**src/rtl/useq_ctrl.sv**
```systemverilog
module useq_ctrl (
  input  logic       clk,
  input  logic       rst,
  input  logic       acc_nz,
  input  logic [2:0] opcode,
  output logic       mem_wr,
  output logic       mem_rd,
  output logic       mar_ld,
  output logic       pc_ld,
  output logic       pc_oe,
  output logic       acc_ld,
  output logic       acc_oe,
  output logic       ir_ld,
  output logic       ir_oe,
  output logic       arg_ld,
  output logic [1:0] alu_fn,
  output logic       buf_oe,
  output logic [3:0] upc,
  output logic [1:0] seq_test
);
  localparam int AW = 4;
  localparam int SW = 13;

  localparam logic [SW-1:0] MW  = 13'h1000;
  localparam logic [SW-1:0] MR  = 13'h0800;
  localparam logic [SW-1:0] MAL = 13'h0400;
  localparam logic [SW-1:0] PL  = 13'h0200;
  localparam logic [SW-1:0] PO  = 13'h0100;
  localparam logic [SW-1:0] AL  = 13'h0080;
  localparam logic [SW-1:0] AO  = 13'h0040;
  localparam logic [SW-1:0] IL  = 13'h0020;
  localparam logic [SW-1:0] IO  = 13'h0010;
  localparam logic [SW-1:0] GL  = 13'h0008;
  localparam logic [SW-1:0] INC = 13'h0004;
  localparam logic [SW-1:0] SUB = 13'h0002;
  localparam logic [SW-1:0] BO  = 13'h0001;

  localparam logic [1:0] T_STEP = 2'b00;
  localparam logic [1:0] T_BNZ  = 2'b01;
  localparam logic [1:0] T_DISP = 2'b10;
  localparam logic [1:0] T_JMP  = 2'b11;

  logic [SW-1:0] strb;
  logic [1:0]    tst;
  logic [AW-1:0] tgt;
  logic [AW-1:0] mpc;

  always_comb begin
    strb = '0;
    tst  = T_JMP;
    tgt  = '0;
    case (mpc)
      4'd0:  begin strb = PO | MAL; tst = T_STEP; end
      4'd1:  begin strb = MR | IL;  tst = T_STEP; end
      4'd2:  begin strb = IO | MAL; tst = T_DISP; end
      4'd3:  begin tst = T_BNZ; tgt = 4'd10; end
      4'd4:  begin strb = IO | PL; end
      4'd5:  begin strb = AO | GL; tgt = 4'd12; end
      4'd6:  begin strb = AO | GL; tgt = 4'd13; end
      4'd7:  begin strb = MR | AL; tgt = 4'd10; end
      4'd8:  begin strb = AO | MW; tgt = 4'd10; end
      4'd9:  begin tst = T_STEP; end
      4'd10: begin strb = PO | INC; tst = T_STEP; end
      4'd11: begin strb = BO | PL; end
      4'd12: begin strb = MR; tgt = 4'd14; end
      4'd13: begin strb = MR | SUB; tst = T_STEP; end
      4'd14: begin strb = BO | AL; tgt = 4'd10; end
      default: begin end
    endcase
  end

  logic          take;
  logic [AW-1:0] base, incr;

  assign take = tst[1] | (tst[0] & acc_nz);
  assign base = !take ? mpc : (tst[0] ? tgt : {1'b0, opcode});
  assign incr = !take ? 4'd1 : (tst[0] ? 4'd0 : 4'd3);

  always_ff @(posedge clk) begin
    if (rst) mpc <= '0;
    else     mpc <= base + incr;
  end

  assign {mem_wr, mem_rd, mar_ld, pc_ld, pc_oe, acc_ld, acc_oe,
          ir_ld, ir_oe, arg_ld, alu_fn, buf_oe} = strb;
  assign upc      = mpc;
  assign seq_test = tst;


  reset_zero_chk: assert property (@(posedge clk) rst |=> upc == 4'd0);

  step_next_chk: assert property (@(posedge clk) disable iff (rst)
    seq_test == T_STEP |=> upc == $past(upc) + 4'd1);

  dispatch_chk: assert property (@(posedge clk) disable iff (rst)
    seq_test == T_DISP |=> upc == {1'b0, $past(opcode)} + 4'd3);

  bnz_fall_chk: assert property (@(posedge clk) disable iff (rst)
    (seq_test == T_BNZ && !acc_nz) |=> upc == $past(upc) + 4'd1);

  bnz_take_chk: assert property (@(posedge clk) disable iff (rst)
    (seq_test == T_BNZ && acc_nz) |=> upc == 4'd10);

  alu_code_chk: assert property (@(posedge clk) disable iff (rst)
    alu_fn != 2'b11);

  one_driver_chk: assert property (@(posedge clk) disable iff (rst)
    $onehot0({mem_rd, pc_oe, acc_oe, ir_oe, buf_oe}));
endmodule

```
**config.mk**
```make
export PLATFORM = sky130hd
export DESIGN_NAME = useq_ctrl
export DESIGN_NICKNAME = d
export VERILOG_FILES = /design/src/rtl/useq_ctrl.sv
export SDC_FILE = /design/constraint.sdc
export NUM_CORES = 1
export LEC_CHECK = 0
export ABC_AREA = 1
export BUFFER_PORTS_ARGS = -buffer_cell sky130_fd_sc_hd__buf_2
export CELL_PAD_IN_SITES_DETAIL_PLACEMENT = 0
export CELL_PAD_IN_SITES_GLOBAL_PLACEMENT = 1
export CORE_MARGIN = 1
export CORE_UTILIZATION = 29
export DETAILED_ROUTE_END_ITERATION = 6
export PLACE_DENSITY = 0.81
export SLEW_MARGIN = 20
export SYNTH_ARGS = -nofsm -noshare
export SYNTH_HDL_FRONTEND = slang
export SYNTH_SLANG_ARGS = --single-unit
```
**constraint.sdc**
```tcl
create_clock -name clk -period 2.7 [get_ports clk]
set_input_delay 0.135 -clock clk [delete_from_list [all_inputs] [get_ports clk]]
set_output_delay 0.135 -clock clk [all_outputs]
set_load 0.05 [all_outputs]
```
==> impl_metrics.ini <==
[grt]
grt_pass1_vias = 541
track_usage = 0.155
grt_pass1_wl_um = 2360
overflow = 0
antenna_found_initial = 0
grt_max_degree = 9

[timing]
rsz0062_at_grt = false
fmax_mhz = 427
max-slew-margin-rel = 0.795
worstMarginPinSlew_ps = 308
finalHoldViolations = 0
fin_worst_skew_ps = 3.07
layout_min_cycle_time_ps = 2340
whs_ps = 92.1
setup_viol = 0
setup_tns_ps = 0
maxSlewViolCount = 0
finalCritPeriodShare = 0.868

[setup_path]
reg2reg_from = upc[2]
endpoint_kind = register
critPathBufInv = 2
critical_path_class = reg2reg
crit_path_top_delay_cell = dfxtp_1
cp_data_required_time_ps = 2870
slowest_delay_ps = 490
cp_common_cell = nand2_4
critPathTopFamily = simple AND/OR/NAND/NOR gates
cp_max_fo = 8
cp_data_arrival_time_ps = 2520
cp_cell_sequence = nor2_2, nand2_2, nand4_4, nand2_4, nand2_4, nand2_4, nand2_1, o21ai_0, inv_1, ha_1, inv_1, fa_1, nor2_1
cp-start-kind = register
worstSetupStartpoint = upc[2]

[run_status]
outcome = complete, no violations

[synth]
syn_inst = 96
yosysWarnings = 0
synth_cell_types = 20
synth_area_um2 = 569
ys_top_cells_by_area = nand2_1, dfxtp_1, inv_1, nor2_1, nand3_1
synth_top_area_cell = nand2_1
syn-num-nets = 105
ys_seq_elements = 4
synth_top_area_share = 0.145
yosysSeqAreaShare = 0.141
syn_area_per_cell_um2 = 5.93

[clocking]
cts_hold_buf = 0
clk_latency_ps = 230
cts_num_sinks = 4
clock-root-buffer = clkbuf_4
cts.clk_slew.worst_paths_ps = 40
clockBufferDepth = 2
cts_htree_levels = 1
cts_buffers = 3
cts-resized-gates = 0
cts_tree = done
postCtsSetupRepairBufs = 0

[layout]
antenna-diode-count = 0
final_util = 0.417
instances_no_fill = 148
largest_reg_flops = 4
fill_cells = 196
area_delta_synth_final_pct = 30.5
drive_gt1_frac = 0.382
layout.nets = 134

[place]
portBuffers = 24
place_congestion = 0.871
hpwl_um = 1280
dpl.cell_count = 145

[detailed_routing]
ant_nets = 0
drc_errors = 0
vias = 655
dr.pass1.iters = 4
avgRoutedWirePerCell_um = 9.68
wirelength_um = 1430
vias_per_cell = 4.43
drt_iter0_markers = 13

[floorplanning]
dieArea_um2 = 2140
ios = 25
die_w_um = 46.3
fp-row-count = 15
die-height_um = 46.3
core_area_um2 = 1780
start_util = 0.319

[min_path]
min-delay-start = rst
hold_class = in2reg

[flow_run]
max_cap_viol_count = 0
==> through the flow <==
step                      area [um2]  worst slack (ps)
final                            743               356
after global routing             743               144
after CTS                        743               328
after detailed placement         721               365
after global placement           721               425
after floorplan                  569              39.6
==> cells in the final DEF (no fill, tap or decap), drive strengths merged <==
cell,instances
o211ai,1
inv,20
nand4,1
a21oi,2
dfxtp,4
nand3,10
a21o,1
nand2,32
buf,24
o21ai,2
clkbuf,3
ha,2
o221ai,1
nor2,19
fa,1
==> kinds of logic (layout without fill, tap and decap cells) <==
kind of cell               Yosys count  in the layout  synth area share
adders and majority gates            3              3            0.0791
AOI/OAI and AO/OA                    7              7            0.0857
and+or+nand+nor                     62             62             0.563
buffers and inverters               20             47             0.132
DFF                                  4              4             0.141
==> final cells by class <==
cell class,count,area (um2),share of cell area
Inverter,20,75.1,0.101
Multi-Input combinational cell,72,414,0.557
Tap cell,25,31.3,0.0421
Sequential cell,4,80.1,0.108
Timing Repair Buffer,24,120,0.162
Clock buffer,3,22.5,0.0303
==> routing by layer <==
| layer | GRT usage | wire length (um) | up-vias |
|---|---|---|---|
| met5 | 0 | 0 | - |
| met1 | 0.201 | 704 | 283 |
| li1 | - | - | 349 |
| met2 | 0.253 | 653 | 23 |
| met4 | 0.0529 | 0 | 0 |
| met3 | 0.0275 | 75 | 0 |
==> final timing paths <==
kind	cells after the start	endpoint	slack [ps]
setup / recovery	13	upc[1]	360
hold / removal	2	upc[1]	90
setup reg to reg	13	upc[1]	360
hold reg to reg	5	upc[3]	760
==> Yosys cell counts (all sizes together) <==
library cell and instances:
nand2 32, a21o 1, nand4 1, ha 2, o211ai 1, o21ai 2, nand3 10, inv 20
o221ai 1, nor2 19, fa 1, dfxtp 4, a21oi 2
Power is left out: the tool's default activity adds up to more than one toggle a clock period on the data nets, which glitch-free logic cannot reach.
